File: src/rtl/lp_reset_pkg.sv
package lp_reset_pkg;
  typedef enum logic [1:0] {
    ST_IDLE,
    ST_HOLD,
    ST_PULSE,
    ST_WAIT_REL
  } lp_state_e;

  function automatic int unsigned ms_to_cyc(longint unsigned clk_hz, longint unsigned ms);
    longint unsigned c;
    c = (clk_hz / 64'd1000) * ms;
    return int'(c);
  endfunction
endpackage

File: src/rtl/lp_sync.sv
module lp_sync #(
  parameter int unsigned W = 1,
  parameter logic [W-1:0] RST_VAL = '0
) (
  input  logic         clk_i,
  input  logic         rst_ni,
  input  logic [W-1:0] d_i,
  output logic [W-1:0] q_o
);
  logic [W-1:0] meta_q, sync_q;

  always_ff @(posedge clk_i or negedge rst_ni) begin
    if (!rst_ni) begin
      meta_q <= RST_VAL;
      sync_q <= RST_VAL;
    end else begin
      meta_q <= d_i;
      sync_q <= meta_q;
    end
  end

  assign q_o = sync_q;
endmodule

File: src/rtl/lp_tick_cnt.sv
module lp_tick_cnt #(
  parameter int unsigned TARGET = 4
) (
  input  logic clk_i,
  input  logic rst_ni,
  input  logic run_i,
  output logic hit_o
);
  localparam int unsigned W = $clog2(TARGET + 1);
  localparam logic [W-1:0] TGT = W'(TARGET);

  logic [W-1:0] cnt_q;

  // run_i low clears; counting only while the owning state persists
  always_ff @(posedge clk_i or negedge rst_ni) begin
    if (!rst_ni)    cnt_q <= '0;
    else if (run_i) cnt_q <= cnt_q + W'(1);
    else            cnt_q <= '0;
  end

  assign hit_o = (cnt_q == TGT);

  p_cnt_bound_r4: assert property (@(posedge clk_i) disable iff (!rst_ni)
    cnt_q <= TGT);
endmodule

File: src/rtl/lp_reset_gen.sv
module lp_reset_gen
  import lp_reset_pkg::*;
#(
  parameter int unsigned CLK_HZ   = 50_000_000,
  parameter int unsigned HOLD_MS  = 7500,
  parameter int unsigned PULSE_MS = 400
) (
  input  logic clk_i,
  input  logic rst_ni,
  input  logic btn_ni,
  input  logic test_sel_i,
  output logic rst_pull_o,
  output logic rst_no
);
  localparam int unsigned HOLD_CYC  = ms_to_cyc(CLK_HZ, HOLD_MS);
  localparam int unsigned PULSE_CYC = ms_to_cyc(CLK_HZ, PULSE_MS);

  initial begin
    p_cfg_r3: assert (HOLD_CYC >= 2 && PULSE_CYC >= 1);
  end

  logic btn_s, sel_s;
  lp_sync #(.W(2), .RST_VAL(2'b10)) u_sync (
    .clk_i (clk_i),
    .rst_ni(rst_ni),
    .d_i   ({btn_ni, test_sel_i}),
    .q_o   ({btn_s, sel_s})
  );

  lp_state_e state_q, state_d;
  logic      test_q;
  logic      hold_hit, pulse_hit;

  lp_tick_cnt #(.TARGET(HOLD_CYC - 1)) u_hold (
    .clk_i (clk_i),
    .rst_ni(rst_ni),
    .run_i (state_d == ST_HOLD),
    .hit_o (hold_hit)
  );

  lp_tick_cnt #(.TARGET(PULSE_CYC)) u_pulse (
    .clk_i (clk_i),
    .rst_ni(rst_ni),
    .run_i (state_d == ST_PULSE),
    .hit_o (pulse_hit)
  );

  always_comb begin
    state_d = state_q;
    unique case (state_q)
      ST_IDLE:     if (!btn_s) state_d = test_q ? ST_PULSE : ST_HOLD;
      ST_HOLD: begin
        if (btn_s)         state_d = ST_IDLE;
        else if (hold_hit) state_d = ST_PULSE;
      end
      ST_PULSE:    if (pulse_hit) state_d = btn_s ? ST_IDLE : ST_WAIT_REL;
      ST_WAIT_REL: if (btn_s) state_d = ST_IDLE;
      default:     state_d = ST_IDLE;
    endcase
  end

  always_ff @(posedge clk_i or negedge rst_ni) begin
    if (!rst_ni) begin
      state_q <= ST_IDLE;
      test_q  <= 1'b0;
    end else begin
      state_q <= state_d;
      // mode latched only while released
      if (state_q == ST_IDLE && btn_s) test_q <= sel_s;
    end
  end

  assign rst_pull_o = (state_q == ST_PULSE);
  assign rst_no     = ~rst_pull_o;

  p_rise_needs_press_r3: assert property (@(posedge clk_i) disable iff (!rst_ni)
    $rose(rst_pull_o) |-> $past(!btn_s));
  p_short_release_r2: assert property (@(posedge clk_i) disable iff (!rst_ni)
    (state_q == ST_HOLD && btn_s) |=> !rst_pull_o);
  p_no_retrigger_r5: assert property (@(posedge clk_i) disable iff (!rst_ni)
    (state_q == ST_WAIT_REL) |=> !$rose(rst_pull_o));
  p_mode_latch_r7: assert property (@(posedge clk_i) disable iff (!rst_ni)
    !$stable(test_q) |-> ($past(btn_s) && $past(state_q == ST_IDLE)));
endmodule

File: config.mk
export PLATFORM = sky130hd
export DESIGN_NAME = lp_reset_gen
export DESIGN_NICKNAME = d
export VERILOG_FILES = /design/src/rtl/lp_reset_pkg.sv /design/src/rtl/lp_sync.sv /design/src/rtl/lp_tick_cnt.sv /design/src/rtl/lp_reset_gen.sv
export SDC_FILE = /design/constraint.sdc
export NUM_CORES = 1
export LEC_CHECK = 0
export ABC_AREA = 1
export BUFFER_PORTS_ARGS = -buffer_cell sky130_fd_sc_hd__buf_2
export CAP_MARGIN = 15
export CORE_MARGIN = 1
export CORE_UTILIZATION = 55
export DETAILED_ROUTE_END_ITERATION = 12
export PLACE_DENSITY = 0.71
export SYNTH_ARGS = -nofsm -noshare
export SYNTH_HDL_FRONTEND = slang
export SYNTH_SLANG_ARGS = --single-unit
File: constraint.sdc
create_clock -name clk_i -period 2.4 [get_ports clk_i]
set_input_delay 0.24 -clock clk_i [delete_from_list [all_inputs] [get_ports clk_i]]
set_output_delay 0.24 -clock clk_i [all_outputs]
set_load 0.02 [all_outputs]
# Yosys cells after proc, flatten, opt, wreduce, memory -nomap -nowiden
# Cells that the tools add are included.
# word_totals
regBits	61
input_bits	4
output_inout_bits	2
elab_cells	28
# classes
addsub	2
n_eq_ne	7
mux	10
n_bitwise	1
reduce_logical	2
# op_table
cell	count
adder 29 x 1 -> 29 bit, second input constant	1
equality test 29 bit, second input constant	1
2-to-1 mux 29 bit	1
adder 25 x 1 -> 25 bit, second input constant	1
equality test 25 bit, second input constant	1
2-to-1 mux 25 bit	1
2-to-1 mux 2 bit	7
case mux 2 bit (4 select lines)	1
equality test 2 bit, second input constant	3
equality test 2 x 1 -> 1 bit, second input constant	2
logical NOT 2 bit	1
logical AND 1 bit	1
inverter 1 bit	1

# Depth between registers and ports, before layout
# logic_depth
word_depth	6
ltp_mapped	14
mapped_depth_nobuf	13

# By module
# From an unflattened synthesis, not the netlist that was laid out.
# unflattened
hier_cells	469
hier_area_um2	3422.0
# modules_own_cells
module	instances	cells_each	area_each_um2	seq_area_each_um2
lp_tick_cnt (u_hold)	1	231	1686.6	725.7
lp_tick_cnt (u_pulse)	1	202	1427.6	625.6
lp_reset_gen	1	32	205.2	75.1
lp_sync	1	4	102.6	102.6

# Worst setup path before layout
# No wires, ideal clock.
# synth_path
path_type	reg2reg
startpoint	register u_hold.cnt_q[0]
endpoint	register u_hold.cnt_q[16]
setup_ns	0.122
t_arrival_ns	1.538
required_time_ns	2.278
path_slack_ns	0.739
stages_incl_launch_ff	13
n_path_buf	2
period_less_slack_ns	1.661
path_cell_list	dfrtp_1 -> ha_1 -> nand2_2 -> nor2_4 -> nand2_2 -> nor2_2 -> nand3_1 -> nand3_1 -> nand2_1 -> nand3_2 -> buf_6 -> buf_6 -> nor2_2
# synth_via
elab_chain_cells	6
elab_cells_between_ends	7
cone_classes	add/sub: 1; eq/ne: 2; mux: 4
# synth_rtl
item	line	source
start, declared	lp_tick_cnt.sv:12	logic [W-1:0] cnt_q;
start signal, assigned	lp_tick_cnt.sv:17	else if (run_i) cnt_q <= cnt_q + W'(1);
equality test 29 bit	lp_tick_cnt.sv:21	assign hit_o = (cnt_q == TGT);
2-to-1 mux 2 bit	lp_reset_gen.sv:54	else if (hold_hit) state_d = ST_PULSE;
2-to-1 mux 2 bit	lp_reset_gen.sv:53	if (btn_s) state_d = ST_IDLE;
case mux 2 bit (4 select lines)	lp_reset_gen.sv:50	unique case (state_q)
equality test 2 x 1 -> 1 bit	lp_reset_gen.sv:37	.run_i (state_d == ST_HOLD),
2-to-1 mux 29 bit (*)	lp_tick_cnt.sv:17	
# Mark *: on every way between the ends. The rest lies on a longest branch, timed or not.
# A chain may end at the register's enable or synchronous reset.

# Final worst setup path
# layout_path
startpoint	register u_hold.cnt_q[0]
endpoint	register u_hold.cnt_q[22]
# layout_via
elab_chain_cells	6
elab_cells_between_ends	7
cone_classes	add/sub: 1; eq/ne: 2; mux: 4
# layout_rtl
item	line	source
equality test 29 bit	lp_tick_cnt.sv:21	
2-to-1 mux 2 bit	lp_reset_gen.sv:54	
2-to-1 mux 2 bit	lp_reset_gen.sv:53	
case mux 2 bit (4 select lines)	lp_reset_gen.sv:50	
via state_d[0]	lp_reset_gen.sv:30	lp_state_e state_q, state_d;
equality test 2 x 1 -> 1 bit	lp_reset_gen.sv:37	
2-to-1 mux 29 bit	lp_tick_cnt.sv:17	
# The timed path passes the listed nets, and every way through them passes these cells.

==> results.txt <==
----------------------------------------------------
[Synthesis]
  Mapped Area ... 0.00338 sq mm
  Mean instance size in the synthesized netlist ... 8.03 sq um
  Total of flip-flops plus latches after synthesis ... 61
  Count of distinct cell types in the synthesized netlist ... 30
  Sequential element share of the synthesized area ... 45.2%
  Synthesized net count ... 428
  Post-Syn Instances ... 421
  Synthesis Warnings ... 0

[Layout]
  Layout cell share with drive strength beyond 1 ... 13.8%
  Most used cells in the layout excluding fill and tap cells ... sky130_fd_sc_hd__nor2_1 (85), sky130_fd_sc_hd__nand2_1 (85), sky130_fd_sc_hd__dfrtp_1 (59), sky130_fd_sc_hd__inv_1 (48), sky130_fd_sc_hd__xor2_1 (27)
  Post-Layout Cell Count ... 518
  Number of inserted diodes ... 0
  Fin util ... 63.5%
  Final layout net count ... 445
  Post-synthesis to final-layout area growth ... 11.3%
  Number of filler cells placed in the layout ... 487
  Area of all placed cells without fillers ... 0.00376 sq mm

[Route]
  Drt first-iter violations ... 129
  Average via count per standard cell ... 5.01
  Total wire length ... 6440 um
  Number of nets still failing antenna checks after routing ... 0
  Post-DR wirelength/cell ... 12.4 um
  Vias ... 2597
  DRT Pass-1 Iters ... 4
  DRC violations left ... 0

[Clock network]
  # clock sinks ... 61
  Bufs on Longest Clock Path ... 2
  Count of buffers added by post-CTS timing repair for setup ... 0
  Number of hold-repair buffers added at the cts stage ... 3
  Clock-pin slew on the worst setup and hold paths ... 70 ps
  H-tree Lvls ... 3
  Clock buffer count from CTS ... 9
  Clock latency of the later-clocked register in the worst-skew pair ... 340 ps
  Library cell used as clock root buffer ... sky130_fd_sc_hd__clkbuf_8
  Clock tree from TritonCTS ... done
  Gates resized, CTS repair ... 0

[Run]
  Count of maximum capacitance violations ... 0

[STA]
  Highest clock frequency the design can meet ... 521 MHz
  Worst slew margin relative to its limit ... 53.5%
  Hold violation total from the final report ... 0
  Fin Clk Skew ... 6.99 ps
  Final setup violation count ... 0
  Pins over their slew limit ... 0
  Final period util ... 80.0%
  Final TNS setup ... 0 ps
  Unrepaired setup endpoints after global routing ... no
  Actual slew at the worst max-slew pin ... 698 ps
  Minimum clock period after layout ... 1920 ps

[Power]
  Worst-case vdd ir drop ... 0.000598 V
  Overall power consumption ... 2.77 mW
  P_leak ... 1.57 nW
  Power per unit of standard cell area ... 737 mW/mm^2

[Global routing]
  Sum of overflow across all layers after global routing ... 0
  Wire length of the first global-routing pass ... 11300 um
  Overall Global Routing Usage ... 23.2%
  Maximum number of pins on one net before global-route repair ... 33
  Via count of the first global-routing pass ... 2645
  Initial antenna violation count ... 0

[Place]
  Routability Congestion ... 0.876
  Half-perimeter wire length after placement ... 4640 um
  Post-placement cell area ... 0.00347 sq mm
  Port Buffer Count ... 5
  Instance count after placement with tap cells included ... 499

[Floorplan]
  Starting density of the core ... 57.1%
  Core Area ... 0.00592 sq mm
  Ports placed on the boundary ... 6
  Overall die width ... 80.4 um
  Die Span Y ... 80.4 um
  DIE AREA ... 0.00646 sq mm
  Row count ... 28

[Worst hold path]
  End point of the most critical hold path ... u_sync.q_o[0]
  Worst min-delay path category ... reg -> reg
  Number of cells traversed by the worst hold path ... 0
  Hold wc startpoint ... u_sync.meta_q[0]

[Worst setup path]
  Critical Setup Path Class ... reg -> reg
  Element type at the critical path end ... flip-flop
  Reg2reg start ... u_hold.cnt_q[0]
  Nature of the critical path startpoint ... flip-flop
  Signal arrival time at the worst endpoint ... 2130 ps
  Count of cells along the worst register-to-register path ... 11
  Reg-to-reg setup timing slack ... 480 ps
  Critical register-to-register path endpoint ... u_hold.cnt_q[22]
  Crit path max fanout ... 29
  Data required, critical path ... 2610 ps

[Outcome]
  Outcome ... finished, final reports clean

----------------------------------------------------
-- registers in the layout (all words and copies together) (netlist names) --
register,count
u_hold.cnt_q,29
u_sync.meta_q,2
u_sync.q_o,2
test_q,1
u_pulse.cnt_q,25
state_q,2
-- per-stage QoR --
| stage | hold slack, ps | setup slack [ps] |
|---|---|---|
| 2_1_floorplan | -55.6 | 739 |
| 3_3_place_gp | 327 | 541 |
| 3_5_place_dp | 332 | 492 |
| 4_1_cts | 357 | 480 |
| 5_1_grt | 358 | 253 |
| 6_report | 354 | 479 |
-- routing by layer --
layer	share of wire (%)	track usage, %	vias to the layer above
li1	-	-	1327
met1	45	27.2	1215
met2	50	39.7	40
met3	2.7	3.86	15
met4	2.9	13.4	0
met5	0	0	-
-- cells in the mapped netlist --
library cell               instances  area [sq um]
sky130_fd_sc_hd__nor2_4            2          22.5
sky130_fd_sc_hd__a21o_1            1          7.51
sky130_fd_sc_hd__xnor2_1          18           158
sky130_fd_sc_hd__inv_1            48           180
sky130_fd_sc_hd__nor2_1           85           319
sky130_fd_sc_hd__nor4b_1           1          8.76
sky130_fd_sc_hd__inv_2             2          7.51
sky130_fd_sc_hd__o21ai_0           1          5.00
sky130_fd_sc_hd__nand2_2           5          31.3
sky130_fd_sc_hd__nor3b_1           1          7.51
sky130_fd_sc_hd__nand2_4           1          11.3
sky130_fd_sc_hd__nand3_4           1          17.5
sky130_fd_sc_hd__buf_6             4          45.0
sky130_fd_sc_hd__nor3_2            1          10.0
sky130_fd_sc_hd__nand4_1           9          56.3
sky130_fd_sc_hd__nor4_1            2          12.5
sky130_fd_sc_hd__ha_1              3          37.5
sky130_fd_sc_hd__xor2_1           27           236
sky130_fd_sc_hd__nor3_1           17          85.1
sky130_fd_sc_hd__and2_1            1          6.26
sky130_fd_sc_hd__a31oi_1           1          6.26
sky130_fd_sc_hd__nand3_2           2          20.0
sky130_fd_sc_hd__a21oi_1           1          5.00
sky130_fd_sc_hd__dfstp_2           2          52.6
sky130_fd_sc_hd__buf_2             1          5.00
sky130_fd_sc_hd__dfrtp_1          59          1480
sky130_fd_sc_hd__nand2_1          85           319
sky130_fd_sc_hd__nand3_1          17          85.1
sky130_fd_sc_hd__nor2_2           22           138
sky130_fd_sc_hd__nand3b_1          1          7.51
-- worst max-delay path: stages, from the launching register on --
cell and delay, ps:
sky130_fd_sc_hd__dfrtp_1 400, sky130_fd_sc_hd__ha_1 210, sky130_fd_sc_hd__nand2_2 90, sky130_fd_sc_hd__nor2_4 120, sky130_fd_sc_hd__nand2_2 90, sky130_fd_sc_hd__nor2_2 130, sky130_fd_sc_hd__nand2_1 70, sky130_fd_sc_hd__nand2_2 80
sky130_fd_sc_hd__nand3_4 80, sky130_fd_sc_hd__nand3_2 70, sky130_fd_sc_hd__buf_4 330, sky130_fd_sc_hd__nor2_1 100
-- cells by family (layout without fill, tap and decap cells) --
family	after synthesis	in the layout	share of synthesized area, %
xor gates and xnor gates	45	45	11.7
and+or+nand+nor	253	253	34.2
adders and majority gates	3	3	1.11
DFF	61	61	45.2
buffers and inverters	55	77	7.03
AOI/OAI and AO/OA	4	4	0.703
-- worst max-delay path by stage --
stage / startpoint / to / slack [ps] / cells past startpoint
after global placement: u_hold.cnt_q[0] / u_hold.cnt_q[21] / 540 / 11
after CTS: u_hold.cnt_q[0] / u_hold.cnt_q[22] / 480 / 11
after detailed placement: u_hold.cnt_q[0] / u_hold.cnt_q[22] / 490 / 11
after global routing: u_hold.cnt_q[0] / u_hold.cnt_q[21] / 250 / 11
final: u_hold.cnt_q[0] / u_hold.cnt_q[22] / 480 / 11
after floorplan: u_hold.cnt_q[0] / u_hold.cnt_q[16] / 740 / 12
-- where the power goes --
part	internal (mW)	switching (mW)	leakage, nW
Sequential	1.09	0.0468	0.830
Clock	0.776	0.393	0.130
Combinational	0.123	0.348	0.611
-- area by class of cell --
class | count | area (sq um) | share of cell area, %
tap | 75 | 93.8 | 2.50
clock buffer | 13 | 169 | 4.49
timing repair buffer | 11 | 77.6 | 2.06
multi-input combinational | 305 | 1610 | 42.9
clock inverter | 3 | 90.1 | 2.40
inverter | 50 | 188 | 4.99
sequential | 61 | 1530 | 40.7
(Power assumes the default switching activity.)
